## config.mk

```make
export PLATFORM = sky130hd
export DESIGN_NAME = mcs_sequencer
export DESIGN_NICKNAME = d
export VERILOG_FILES = /design/src/rtl/mcs_pkg.sv /design/src/rtl/mcs_sync_pulse.sv /design/src/rtl/mcs_settle_timer.sv /design/src/rtl/mcs_sequencer.sv
export SDC_FILE = /design/constraint.sdc
export NUM_CORES = 1
export LEC_CHECK = 0
export ABC_AREA = 1
export BUFFER_PORTS_ARGS = -buffer_cell sky130_fd_sc_hd__buf_2
export CELL_PAD_IN_SITES_DETAIL_PLACEMENT = 0
export CELL_PAD_IN_SITES_GLOBAL_PLACEMENT = 2
export CORE_MARGIN = 2
export CORE_UTILIZATION = 30
export DETAILED_ROUTE_END_ITERATION = 6
export PLACE_DENSITY_LB_ADDON = 0.2
export SLEW_MARGIN = 10
export SYNTH_ARGS = -nofsm -noshare
export SYNTH_HDL_FRONTEND = slang
export SYNTH_SLANG_ARGS = --single-unit
```

## constraint.sdc

```tcl
create_clock -name clk_i -period 1.6 [get_ports clk_i]
set_input_delay 0.32 -clock clk_i [delete_from_list [all_inputs] [get_ports clk_i]]
set_output_delay 0.32 -clock clk_i [all_outputs]
set_load 0.005 [all_outputs]
```

## src/rtl/mcs_pkg.sv

```systemverilog
package mcs_pkg;

  localparam int MASK_W   = 4;
  localparam int EN_PLL   = 0;
  localparam int EN_BB    = 1;
  localparam int EN_DIG   = 2;
  localparam int EN_SCALE = 3;

  typedef enum logic [1:0] {
    REF_X1   = 2'd0,
    REF_X2   = 2'd1,
    REF_DIV2 = 2'd2,
    REF_DIV4 = 2'd3
  } ref_mode_e;

  typedef enum logic [3:0] {
    ST_IDLE,
    ST_ARM,
    ST_SCALE,
    ST_PULSE1,
    ST_SETTLE1,
    ST_RETARGET,
    ST_PULSE2,
    ST_SETTLE2,
    ST_DISARM
  } seq_state_e;

  // Only undivided internal references may be synchronized
  function automatic logic mode_supported(input logic [1:0] mode);
    return (mode == REF_X1) || (mode == REF_X2);
  endfunction

  function automatic logic is_write_step(input seq_state_e s);
    return (s == ST_ARM) || (s == ST_SCALE) || (s == ST_RETARGET) || (s == ST_DISARM);
  endfunction

  function automatic logic [MASK_W-1:0] step_mask(input seq_state_e s);
    logic [MASK_W-1:0] m;
    m = '0;
    case (s)
      ST_ARM: begin
        m[EN_PLL] = 1'b1;
        m[EN_BB]  = 1'b1;
      end
      ST_SCALE: begin
        m[EN_PLL]   = 1'b1;
        m[EN_BB]    = 1'b1;
        m[EN_SCALE] = 1'b1;
      end
      ST_RETARGET: begin
        m[EN_BB]    = 1'b1;
        m[EN_DIG]   = 1'b1;
        m[EN_SCALE] = 1'b1;
      end
      ST_DISARM: begin
        m[EN_SCALE] = 1'b1;
      end
      default: m = '0;
    endcase
    return m;
  endfunction

endpackage

```

## src/rtl/mcs_sync_pulse.sv

```systemverilog
module mcs_sync_pulse #(
  parameter int PULSE_W = 2
) (
  input  logic clk_i,
  input  logic rst_ni,
  input  logic fire_i,
  output logic active_o,
  output logic last_o,
  output logic sync_o
);
  localparam int PW_EFF = (PULSE_W < 1) ? 1 : PULSE_W;
  localparam int CW     = (PW_EFF < 2) ? 1 : $clog2(PW_EFF);

  logic [CW-1:0] cnt_q;
  logic          active_q;
  logic          launch_q;

  always_ff @(posedge clk_i or negedge rst_ni) begin
    if (!rst_ni) begin
      active_q <= 1'b0;
      cnt_q    <= '0;
    end else if (fire_i) begin
      active_q <= 1'b1;
      cnt_q    <= CW'(PW_EFF - 1);
    end else if (active_q) begin
      if (cnt_q == '0) active_q <= 1'b0;
      else             cnt_q    <= cnt_q - 1'b1;
    end
  end

  // Half-cycle launch keeps both strobe transitions clear of rising edges
  always_ff @(negedge clk_i or negedge rst_ni) begin
    if (!rst_ni) launch_q <= 1'b0;
    else         launch_q <= active_q;
  end

  assign active_o = active_q;
  assign last_o   = active_q && (cnt_q == '0);
  assign sync_o   = launch_q;
endmodule

```

## src/rtl/mcs_settle_timer.sv

```systemverilog
module mcs_settle_timer #(
  parameter int SETTLE_W = 8
) (
  input  logic                clk_i,
  input  logic                rst_ni,
  input  logic                load_i,
  input  logic [SETTLE_W-1:0] value_i,
  output logic                zero_o
);
  logic [SETTLE_W-1:0] cnt_q;

  always_ff @(posedge clk_i or negedge rst_ni) begin
    if (!rst_ni)             cnt_q <= '0;
    else if (load_i)         cnt_q <= value_i;
    else if (cnt_q != '0)    cnt_q <= cnt_q - 1'b1;
  end

  assign zero_o = (cnt_q == '0);
endmodule

```

## src/rtl/mcs_sequencer.sv

```systemverilog
module mcs_sequencer
  import mcs_pkg::*;
#(
  parameter int PULSE_W  = 2,
  parameter int SETTLE_W = 8
) (
  input  logic                clk_i,
  input  logic                rst_ni,
  input  logic                start_i,
  input  logic [1:0]          ref_mode_i,
  input  logic [SETTLE_W-1:0] settle_i,
  output logic                wr_req_o,
  output logic [MASK_W-1:0]   wr_data_o,
  input  logic                wr_ack_i,
  output logic                sync_o,
  output logic                busy_o,
  output logic                done_o,
  output logic                error_o
);
  seq_state_e state_q, state_d;

  // Named internal events, used by the bound checker
  logic idle;
  logic start_accept;
  logic start_refuse;
  logic step_ack;
  logic pulse_fire;
  logic pulse_active;
  logic pulse_last;
  logic settle_zero;
  logic done_q;
  logic error_q;

  assign idle         = (state_q == ST_IDLE);
  assign start_accept = idle && start_i && mode_supported(ref_mode_i);
  assign start_refuse = idle && start_i && !mode_supported(ref_mode_i);
  assign wr_req_o     = is_write_step(state_q);
  assign wr_data_o    = step_mask(state_q);
  assign step_ack     = wr_req_o && wr_ack_i;
  assign pulse_fire   = step_ack && ((state_q == ST_SCALE) || (state_q == ST_RETARGET));

  always_comb begin
    state_d = state_q;
    case (state_q)
      ST_IDLE:     if (start_accept) state_d = ST_ARM;
      ST_ARM:      if (step_ack)     state_d = ST_SCALE;
      ST_SCALE:    if (step_ack)     state_d = ST_PULSE1;
      ST_PULSE1:   if (pulse_last)   state_d = ST_SETTLE1;
      ST_SETTLE1:  if (settle_zero)  state_d = ST_RETARGET;
      ST_RETARGET: if (step_ack)     state_d = ST_PULSE2;
      ST_PULSE2:   if (pulse_last)   state_d = ST_SETTLE2;
      ST_SETTLE2:  if (settle_zero)  state_d = ST_DISARM;
      ST_DISARM:   if (step_ack)     state_d = ST_IDLE;
      default:                       state_d = ST_IDLE;
    endcase
  end

  always_ff @(posedge clk_i or negedge rst_ni) begin
    if (!rst_ni) begin
      state_q <= ST_IDLE;
      done_q  <= 1'b0;
      error_q <= 1'b0;
    end else begin
      state_q <= state_d;
      done_q  <= step_ack && (state_q == ST_DISARM);
      if (start_refuse)      error_q <= 1'b1;
      else if (start_accept) error_q <= 1'b0;
    end
  end

  mcs_sync_pulse #(
    .PULSE_W (PULSE_W)
  ) u_pulse (
    .clk_i    (clk_i),
    .rst_ni   (rst_ni),
    .fire_i   (pulse_fire),
    .active_o (pulse_active),
    .last_o   (pulse_last),
    .sync_o   (sync_o)
  );

  mcs_settle_timer #(
    .SETTLE_W (SETTLE_W)
  ) u_settle (
    .clk_i   (clk_i),
    .rst_ni  (rst_ni),
    .load_i  (pulse_last),
    .value_i (settle_i),
    .zero_o  (settle_zero)
  );

  assign busy_o  = !idle;
  assign done_o  = done_q;
  assign error_o = error_q;
endmodule

```

==> results of run 1 <==
==> cells in the final DEF, fill, tap and decap left out <==
| cell | count |
|---|---|
| nand2_1 | 26 |
| buf_2 | 20 |
| inv_1 | 13 |
| dfrtp_1 | 13 |
| nor2_1 | 12 |
| buf_4 | 11 |
| o21ai_0 | 8 |
| nor2_4 | 7 |
| inv_2 | 7 |
| nand2_4 | 6 |
| nand3_1 | 6 |
| o21ai_1 | 5 |
| nand4_1 | 5 |
| nor2_2 | 4 |
| nand3_2 | 4 |
| xor2_1 | 3 |
| a21oi_1 | 3 |
| clkbuf_4 | 3 |
| dfrtp_2 | 3 |
| nand2_2 | 2 |
| ha_1 | 2 |
| buf_6 | 2 |
| nand3_4 | 1 |
| o211ai_1 | 1 |
| o21ai_2 | 1 |
| o21bai_1 | 1 |
| xnor2_1 | 1 |
| a31oi_1 | 1 |
| clkbuf_1 | 1 |
| dfrtn_1 | 1 |
==> power by group through the flow <==
stage | Clock (mW) | Combinational (mW) | Sequential, mW
floorplan | 0 | 1.09 | 0.762
global placement | 0 | 1.40 | 0.821
detailed placement | 0 | 1.42 | 0.822
CTS | 0.251 | 1.50 | 0.829
global route | 0.275 | 1.97 | 0.884
finish | 0.233 | 1.75 | 0.850
==> layout make-up <==
type	count	area [sq um]	area share
clock buffer	4	26.28	0.01865
inverter	20	75.07	0.05329
multi-input combinational	99	615.6	0.4369
sequential	17	429.2	0.3046
tap	46	57.56	0.04085
timing repair buffer	33	205.2	0.1456
==> worst min path at each step <==
stage                     startpoint                endpoint  slack (ns)  depth (start not counted)
after detailed placement      rst_ni  state_q[0]$_DFFE_PN0P_        0.36                          2
after global routing          rst_ni  state_q[2]$_DFFE_PN0P_        0.01                          2
final                         rst_ni  state_q[2]$_DFFE_PN0P_        0.01                          2
after CTS                     rst_ni  state_q[0]$_DFFE_PN0P_        0.02                          2
after floorplan               rst_ni        done_o$_DFF_PN0_        0.02                          0
after global placement        rst_ni  state_q[2]$_DFFE_PN0P_        0.35                          2
==> per-stage QoR <==
stage / cells / hold slack (ns) / worst slack (ns) / TNS, ns / utilization
floorplan: 138 / 0.02441 / 0.1011 / 0 / -
finish: 219 / 0.01093 / -0.2953 / -0.3471 / 0.4189
detailed placement: 207 / 0.3563 / 0.003930 / 0 / 0.3661
global placement: 207 / 0.3517 / 0.01730 / 0 / 0.3661
global route: 219 / 0.01180 / -0.3495 / -0.8194 / 0.4189
CTS: 214 / 0.02221 / -0.3193 / -0.3226 / 0.3884
==> cells in the mapped netlist <==
cell       n
a21oi_1    3
o21ai_0    8
nand4_1    5
buf_2      1
nand2_2    5
inv_1     15
o21ai_2    1
nand3_4    1
xor2_1     3
a31oi_1    1
dfrtn_1    1
nand2_4    1
xnor2_1    1
inv_2      5
dfrtp_1   16
nand2_1   28
o211ai_1   1
nand3_1    9
buf_6      1
nor2_1    15
o21ai_1    5
nor2_4     2
nor2_2     6
ha_1       2
o21bai_1   1
nand3_2    1
==> sequential cells by signal, summed over array words and instances, names as in the netlist <==
register,count
u_pulse.sync_o,1
u_settle.cnt_q,8
done_o,1
u_pulse.cnt_q,1
u_pulse.active_o,1
state_q,4
error_o,1
==> repair_timing <==
action / CTS / global route
buffers inserted: 3 / 5
pin swaps: 1 / 7
gates cloned: 0 / 0
endpoints found under the setup margin: 7 / 7
gates resized for setup: 9 / 16
==> per-layer routing <==
| metal | track usage | part of all wire |
|---|---|---|
| met5 | 0 | 0 |
| met4 | 0.04076 | 0.011 |
| met3 | 0.02679 | 0.023 |
| met2 | 0.2447 | 0.56 |
| met1 | 0.1462 | 0.41 |
==> cells by family after synthesis <==
group                      share of synthesized area
xor gates and xnor gates                     0.03322
adders and majority gates                    0.02372
and+or+nand+nor                               0.3488
buffers and inverters                        0.08659
DFF                                           0.4033
AOI/OAI and AO/OA                             0.1044
==> metrics.md, run 1 <==
| Metric | Value |
|---|---|
| R2R Path End | state_q[0]$_DFFE_PN0P_ |
| Synth Area per Inst | around 7.6 sq um |
| Vias in the first global route | 939 |
| Post-synthesis cell count | 138 |
| Yosys synthesis warning count | 0 |
| Worst vdd ir | between 1000 and 1500 uV |
| Drt total wl | 2456 microns |
| ANT cells | 0 |
| Delay-heaviest family, CP | flip-flops |
| RSZ-0062 raised after global routing | true |
| Cell row count | 21 |
| Clk Latency, worst-skew pair | approximately 0.29 ns |
| # H-tree levels | 1 |
| GRT Overall Usage | 0.1303 |
| Worst-margin pin slew | 0.2687 ns |
| Layout Skew | 0.01020 ns |
| Nets | 190 |
| CTS tree | done |
| Die H | around 63 microns |
| Crit. Startpoint | u_pulse.sync_o$_DFF_NN0_ |
| Antenna viol nets, final | 0 |
| Detailed-route wire length per cell | 11.21 microns |
| Power Internal | between 1.5 and 2 mW |
| Syn nets | 154 |
| Area share of the leading cell type in the synthesized netlist | 0.3796 |
| Clock sink count | 17 |
| Drt pass-1 iters | 4 |
| RePlAce Congestion | roughly 0.82 |
| Initial Utilization | 0.3136 |
| Setup slack after layout | -0.2953 ns |
| Relative slew slack | 0.8209 |
| DR vias/cell | around 4.5 |
| DIE AREA | approximately 4000 sq um |
| Critical path depth | 1 |
| Sequential share of power | 0.300 |
| CP max-delay cell | dfrtn_1 |
| Switching power | approximately 1.3 mW |
| Pleak | 0.7466 nW |
| Fillers | ~400 |
| Synth area leaders | dfrtp_1, nand2_1, inv_1 |
| Share of post-route cells with drive strength above 1 | 0.4104 |
| PortBufs | 21 |
| Die Wd | between 60 and 70 microns |
| Area of placed instances | approximately 1200 sq um |
| Setup Viol. Count Final | 5 |
| Root buffer cell | clkbuf_4 |
| Crit path required time | ~1.3 ns |
| CP cell instances | buf_2 |
| Critical Path Source Type | flip-flop |
| Area leader, netlist | dfrtp_1 |
| DR iter-0 viols | 9 |
| Worst r2r src | state_q[0]$_DFFE_PN0P_ |
| Vias | about 1,000 |
| Worst reg2reg setup slack | 0.13 ns |
| Top fanout value on the critical path | 1 |
| Count of final hold-check violations | 0 |
| Final Max Slew Viols | 0 |
| Critical Path Sink | sync_o |
| Mapped cell area | 1055 sq um |
| Switching power share of the total | 0.4573 |
| Clock power frac | 0.082 |
| # IOs | 23 |
| Pwr Total | between 2 and 3 mW |
| Comb pwr share | 0.618 |
| Power Dens Cells | 2010 nW/um^2 |
| Violated checks | negative setup slack |
| Global-route wire length before repair | 4084 microns |
| Synthesized flop and latch total | 17 |
| Worst EP arrival | about 1.6 ns |
| Total gr overflow | 0 |
| Worst min path class | in -> async |
| Status | finished with violations |
| CTS clock-pin slew for the worst setup and hold paths | between 0.1 and 0.15 ns |
| Pin count of the biggest net entering global routing | 17 |
| Fraction of the yosys area taken by sequential cells | 0.4033 |
| CP bufs+invs | 1 |
| Syn-to-layout area delta | 33.57% |
| Core area | approximately 3400 sq um |
| Cts hold-fix bufs | 0 |
| Max Cap Viol | 0 |
| Post-route cell area | roughly 1400 sq um |
| Initial antenna violation count | 0 |
| CP endpoint kind | output pin |
| Synth unique cells | 26 |
| Total clock buffers created by CTS | 3 |
| Max Buffers Root-to-Sink | 2 |
| Hpwl dp | about 1800 microns |
| Critical setup path kind | reg -> out |
| Residual DRC | 0 |
| R2r worst-path depth | 10 |
| CP peak stage delay | 0.39 ns |
Power figures use the tool's default switching activity.
==> inputs of run 2 (changes only) <==
--- a/config.mk
+++ b/config.mk
@@ -9,11 +9,11 @@
 export BUFFER_PORTS_ARGS = -buffer_cell sky130_fd_sc_hd__buf_2
 export CELL_PAD_IN_SITES_DETAIL_PLACEMENT = 0
 export CELL_PAD_IN_SITES_GLOBAL_PLACEMENT = 2
+export CORE_ASPECT_RATIO = 1.1
 export CORE_MARGIN = 2
-export CORE_UTILIZATION = 30
+export CORE_UTILIZATION = 27
 export DETAILED_ROUTE_END_ITERATION = 6
 export PLACE_DENSITY_LB_ADDON = 0.2
-export SLEW_MARGIN = 10
 export SYNTH_ARGS = -nofsm -noshare
 export SYNTH_HDL_FRONTEND = slang
 export SYNTH_SLANG_ARGS = --single-unit
==> constraint.sdc (replaced) <==
create_clock -name clk_i -period 1.5 [get_ports clk_i]
set_input_delay 0.3 -clock clk_i [delete_from_list [all_inputs] [get_ports clk_i]]
set_output_delay 0.3 -clock clk_i [all_outputs]
set_load 0.005 [all_outputs]
==> run 2 against run 1 <==
Net effect:
- the flow still finishes with violations (negative setup slack)
- non-clock buffer count is 2 higher
- critical path depth stayed put
- combinational power is 9% higher
- worst hold slack better by 0.042 ns
- critical endpoint unchanged
- largest cell class unchanged
- highest routed layer unchanged
==> metrics.md, run 2 (synthesis results as in run 1) <==
| Metric | Value |
|---|---|
| Nets | 192 (+1.1%) |
| Clock sink count | 17 (unchanged) |
| Pwr Total | 3.179 mW (+12%) |
| Critical Path Source Type | flip-flop |
| Total gr overflow | 0 (unchanged) |
| Die Wd | 63.60 microns (+0.47%) |
| Switching power | 1.432 mW (+11%) |
| Total clock buffers created by CTS | 3 (unchanged) |
| PortBufs | 21 (unchanged) |
| Max Buffers Root-to-Sink | 2 (unchanged) |
| Biggest register | u_settle.cnt_q |
| Critical Path Sink | sync_o |
| CP endpoint kind | output pin |
| Layout Skew | 0.01607 ns (+0.005876 ns) |
| Clock power frac | 0.108 (+0.026) |
| Clk Latency, worst-skew pair | 0.27 ns (-0.02 ns) |
| Worst vdd ir | 799.7 uV (-22%) |
| Comb pwr share | 0.602 (-0.016) |
| Root buffer cell | clkbuf_8 |
| Top fanout value on the critical path | 1 (unchanged) |
| Cell row count | 23 (+9.5%) |
| Fillers | 414 (+4.5%) |
| WHS | 0.05307 ns (+0.04214 ns) |
| Sequential share of power | 0.290 (-0.010) |
| Count of final hold-check violations | 0 (unchanged) |
| Critical path depth | 1 (unchanged) |
| Hpwl dp | 1871 microns (+1.9%) |
| Violated checks | negative setup slack |
| Max reg flops | 8 (unchanged) |
| Setup slack after layout | -0.2906 ns (+0.004706 ns) |
| Switching power share of the total | 0.4504 (-0.006965) |
| Antenna viol nets, final | 0 (unchanged) |
| Detailed-route wire length per cell | 11.52 microns (+2.8%) |
| Worst min path class | in -> async |
| ANT cells | 0 (unchanged) |
| # IOs | 23 (unchanged) |
| Met3 usage | 0.02110 (-0.005682) |
| Cts hold-fix bufs | 0 (unchanged) |
| Core area | 3684 sq um (+9.5%) |
| Drt total wl | 2593 microns (+5.6%) |
| Global-route wire length before repair | 4367 microns (+6.9%) |
| Delay-heaviest family, CP | flip-flops |
| Final Max Slew Viols | 0 (unchanged) |
| CP max-delay cell | dfrtn_1 |
| Commonest non-fill, non-tap cell in the layout | nand2_1 |
| RSZ-0062 raised after global routing | true |
| R2r worst-path depth | 9 (-1) |
| Residual DRC | 0 (unchanged) |
| # H-tree levels | 1 (unchanged) |
| Relative slew slack | 0.8341 (+0.01321) |
| DR vias/cell | 4.333 (-4.6%) |
| Vias | 975 (-2.0%) |
| DR iter-0 viols | 29 (+20) |
| Largest registers | u_settle.cnt_q: 8 flops, state_q: 4 flops |
| Worst EP arrival | 1.49 ns (-0.09 ns) |
| Share of post-route cells with drive strength above 1 | 0.4229 (+0.01245) |
| Syn-to-layout area delta | 39.50% |
| CTS tree | done |
| Power Dens Cells | 2161 nW/um^2 (+7.5%) |
| Max Cap Viol | 0 (unchanged) |
| CP cell instances | buf_2 |
| Drt pass-1 iters | 4 (unchanged) |
| Met2 usage | 0.2199 (-0.02480) |
| Vias in the first global route | 985 (+4.9%) |
| Met1 Usage GRT | 0.1501 (+0.003896) |
| Post-route cell area | 1471 sq um (+4.4%) |
| RePlAce Congestion | 0.7990 (-2.2%) |
| CTS clock-pin slew for the worst setup and hold paths | 0.07 ns (-0.04 ns) |
| Power Internal | 1.747 mW (+14%) |
| DIE AREA | 4423 sq um (+10%) |
| Initial antenna violation count | 0 (unchanged) |
| Grt peak-use layer | met2 |
| DP Worst Slack | -0.007929 ns (-0.01186 ns) |
| Pleak | 0.7642 nW (+2.3%) |
| Worst reg2reg setup slack | 0.10 ns (-0.03 ns) |
| Pin count of the biggest net entering global routing | 17 (unchanged) |
| R2R Path End | state_q[2]$_DFFE_PN0P_ |
| Worst r2r src | state_q[1]$_DFFE_PN0P_ |
| Crit. Startpoint | u_pulse.sync_o$_DFF_NN0_ |
| Worst-margin pin slew | 0.2489 ns (-0.01982 ns) |
| Die H | 69.55 microns (+9.9%) |
| CP bufs+invs | 1 (unchanged) |
| Crit path required time | 1.20 ns (-0.08 ns) |
| Most frequent cells in the layout | nand2_1, buf_2 |
| Initial Utilization | 0.2863 (-0.02727) |
| GRT Overall Usage | 0.1254 (-0.004906) |
| Area of placed instances | 1236 sq um (+0.41%) |
| Status | finished with violations |
| CP peak stage delay | 0.37 ns (-0.02 ns) |
| Critical setup path kind | reg -> out |
| Setup Viol. Count Final | 3 (-2) |
==> run 2: cell type report <==
cell class | instances | area, sq um | area share
multi-input combinational | 99 | 625.6 | 0.4252
sequential | 17 | 430.4 | 0.2925
timing repair buffer | 35 | 230.2 | 0.1565
inverter | 20 | 77.57 | 0.05272
tap | 50 | 62.56 | 0.04252
clock buffer | 4 | 45.04 | 0.03061
==> run 2: timing repair <==
action | CTS | global route
buffers inserted | 9 | 1
gates resized for setup | 17 | 14
pin swaps | 6 | 5
hold endpoints to repair | 0 | 0
endpoints found under the setup margin | 7 | 7
==> run 2: worst min path at each step <==
stage,startpoint,end,slack [ns],cells after the start
6_report,rst_ni,done_o$_DFF_PN0_,0.05,2
5_1_grt,rst_ni,done_o$_DFF_PN0_,0.06,2
4_1_cts,rst_ni,state_q[2]$_DFFE_PN0P_,0.06,2
3_5_place_dp,rst_ni,state_q[0]$_DFFE_PN0P_,0.34,2
3_3_place_gp,rst_ni,state_q[1]$_DFFE_PN0P_,0.33,2
2_1_floorplan,rst_ni,done_o$_DFF_PN0_,0.004,0
==> run 2: metrics by stage <==
step	TNS, ns	cells	util
finish	-0.3338	225	0.3995
global route	-0.6498	225	0.3995
CTS	-0.2961	224	0.3818
detailed placement	-0.007929	211	0.3356
global placement	-0.01359	211	0.3356
floorplan	0	138	-
==> run 2: power by group through the flow <==
stage          Combinational [mW]  Sequential [mW]  Clock, mW
2_1_floorplan                1.17            0.812          0
3_3_place_gp                 1.50            0.874          0
3_5_place_dp                 1.52            0.871          0
4_1_cts                      1.78            0.897      0.361
5_1_grt                      2.17            0.947      0.385
6_report                     1.91            0.922      0.345
==> run 2: metal layers <==
metal,vias to the layer above,wire [microns]
met3,2,75
met1,451,1157
met2,11,1345
li1,511,-
met5,-,0
met4,0,14
==> inputs of run 3 (changes only) <==
--- a/config.mk
+++ b/config.mk
@@ -13,7 +13,7 @@
 export CORE_MARGIN = 2
 export CORE_UTILIZATION = 27
 export DETAILED_ROUTE_END_ITERATION = 6
-export PLACE_DENSITY_LB_ADDON = 0.2
+export PLACE_DENSITY_LB_ADDON = 0.1
 export SYNTH_ARGS = -nofsm -noshare
 export SYNTH_HDL_FRONTEND = slang
 export SYNTH_SLANG_ARGS = --single-unit
==> run 3 against run 2 <==
Net effect:
- worst setup slack got worse by 0.0033 ns
- via count grew 3.1%
- wire length decreased by 0.27%
- power up 3.8%
- clock-buffer cell count unchanged
- the flow still finishes with violations (negative setup slack)
- highest routed layer unchanged
==> metrics.md, run 3 (synthesis results as in run 1) <==
| Metric | Value |
|---|---|
| Crit path required time | 1.20 ns (about the same) |
| Worst-margin pin slew | 0.2531 ns (+0.004215 ns) |
| Critical setup path kind | reg -> out |
| Status | finished with violations |
| RePlAce Congestion | 0.7753 (-3.0%) |
| Total clock buffers created by CTS | 3 (unchanged) |
| Core area | 3684 sq um (unchanged) |
| Antenna viol nets, final | 0 (unchanged) |
| RSZ-0062 raised after global routing | true |
| CP endpoint kind | output pin |
| Most frequent cells in the layout | nand2_1, buf_2, buf_4 |
| Worst vdd ir | 1070 uV (+34%) |
| Worst min path class | in -> async |
| Worst EP arrival | 1.49 ns (about the same) |
| Fin cells | 226 (+0.44%) |
| Max Cap Viol | 0 (unchanged) |
| Max reg flops | 8 (unchanged) |
| ANT cells | 0 (unchanged) |
| Final Max Slew Viols | 0 (unchanged) |
| Hpwl dp | 1959 microns (+4.7%) |
| PortBufs | 21 (unchanged) |
| Drt pass-1 iters | 4 (unchanged) |
| CTS tree | done |
| Final Core Density | 0.4063 (+0.006793) |
| Cell row count | 23 (unchanged) |
| Detailed-route wire length per cell | 11.44 microns (-0.71%) |
| DR vias/cell | 4.447 (+2.6%) |
| Count of final hold-check violations | 0 (unchanged) |
| Nets | 193 (+0.52%) |
| Residual DRC | 0 (unchanged) |
| Biggest register | u_settle.cnt_q |
| Worst reg2reg setup slack | 0.01 ns (-0.09 ns) |
| DR iter-0 viols | 21 (-28%) |
| Pin count of the biggest net entering global routing | 17 (unchanged) |
| CP cell instances | buf_2 |
| Pleak | 0.7719 nW (+1.0%) |
| Placed cells | 212 (+0.47%) |
| Relative slew slack | 0.8313 (-0.002788) |
| Initial antenna violation count | 0 (unchanged) |
| Max Buffers Root-to-Sink | 2 (unchanged) |
| Global-route wire length before repair | 4271 microns (-2.2%) |
| DIE AREA | 4423 sq um (unchanged) |
| Clk Latency, worst-skew pair | 0.27 ns (about the same) |
| Syn-to-layout area delta | 41.87% |
| CP bufs+invs | 1 (unchanged) |
| Layout Skew | 0.01587 ns (-0.0001982 ns) |
| Commonest non-fill, non-tap cell in the layout | nand2_1 |
| Drt total wl | 2586 microns (-0.27%) |
| Setup Viol. Count Final | 3 (unchanged) |
| Vias in the first global route | 997 (+1.2%) |
| Area of placed instances | 1244 sq um (+0.61%) |
| Die H | 69.55 microns (unchanged) |
| Violated checks | negative setup slack |
| Power Dens Cells | 2205 nW/um^2 (+2.1%) |
| Initial Utilization | 0.2863 (unchanged) |
| CP max-delay cell | dfrtn_1 |
| Largest registers | u_settle.cnt_q: 8 flops, state_q: 4 flops |
| Cts hold-fix bufs | 0 (unchanged) |
| Setup slack after layout | -0.2939 ns (-0.003342 ns) |
| GRT Overall Usage | 0.1237 (-0.001694) |
| Die Wd | 63.60 microns (unchanged) |
| Root buffer cell | clkbuf_8 |
| # H-tree levels | 1 (unchanged) |
| # IOs | 23 (unchanged) |
| Clock sink count | 17 (unchanged) |
| Critical Path Source Type | flip-flop |
| Vias | 1,005 (+3.1%) |
| Total gr overflow | 0 (unchanged) |
| Delay-heaviest family, CP | flip-flops |
| CTS clock-pin slew for the worst setup and hold paths | 0.07 ns (about the same) |
| CP peak stage delay | 0.38 ns (about the same) |
| Top fanout value on the critical path | 1 (unchanged) |
| Share of post-route cells with drive strength above 1 | 0.4375 (+0.01464) |
| Post-route cell area | 1496 sq um (+1.7%) |
[run 3: cell types whose count changed in the layout (fill, tap and decap cells not counted), sizes merged]
cell	delta
buf	+1
[run 3: repair_timing]
action                                  4_1_cts  5_1_grt
hold endpoints to repair                      0        0
endpoints found under the setup margin        7       10
gates resized for setup                      22       13
pin swaps                                     7       12
buffers inserted                              8        2
[run 3: layout make-up]
| class | count | area [sq um] |
|---|---|---|
| clock buffer | 4 | 45.04 |
| timing repair buffer | 36 | 250.2 |
| inverter | 20 | 77.57 |
| tap | 50 | 62.56 |
| sequential | 17 | 430.4 |
| fill | 417 | 2187 |
| multi-input combinational | 99 | 630.6 |
[run 3: layer usage]
metal / up-vias / share of wire / global-route usage
li1: 513 / - / -
met1: 481 / 0.40 / 0.1278
met2: 9 / 0.56 / 0.2351
met3: 2 / 0.024 / 0.02273
met4: 0 / 0.0093 / 0.05797
met5: - / 0 / 0
[run 3: worst paths after layout]
check,from,endpoint,cells past startpoint
max,u_pulse.sync_o$_DFF_NN0_,sync_o,1
min,rst_ni,state_q[1]$_DFFE_PN0P_,2
max reg2reg,state_q[1]$_DFFE_PN0P_,state_q[2]$_DFFE_PN0P_,10
min in group clk_i,start_i,error_o$_DFFE_PN0P_,3
max in group asynchronous,rst_ni,u_pulse.sync_o$_DFF_NN0_,1
min reg2reg,error_o$_DFFE_PN0P_,error_o$_DFFE_PN0P_,2
[run 3: metrics by stage]
step	setup WS, ns	TNS, ns	power (mW)	hold WS, ns
after floorplan	0.07110	0	1.980	0.004409
after global placement	-0.01201	-0.01201	2.399	0.3370
after detailed placement	-0.01672	-0.01672	2.410	0.3406
after CTS	-0.3094	-0.3961	3.145	0.06089
after global routing	-0.3289	-0.8794	3.592	0.05394
final	-0.2939	-0.3516	3.300	0.03939
[run 3: power by group]
part	total, mW	leakage, nW	switching [mW]	internal (mW)
combinational	2.03	0.544	1.07	0.960
sequential	0.921	0.205	0.238	0.684
clock	0.352	0.0228	0.163	0.189
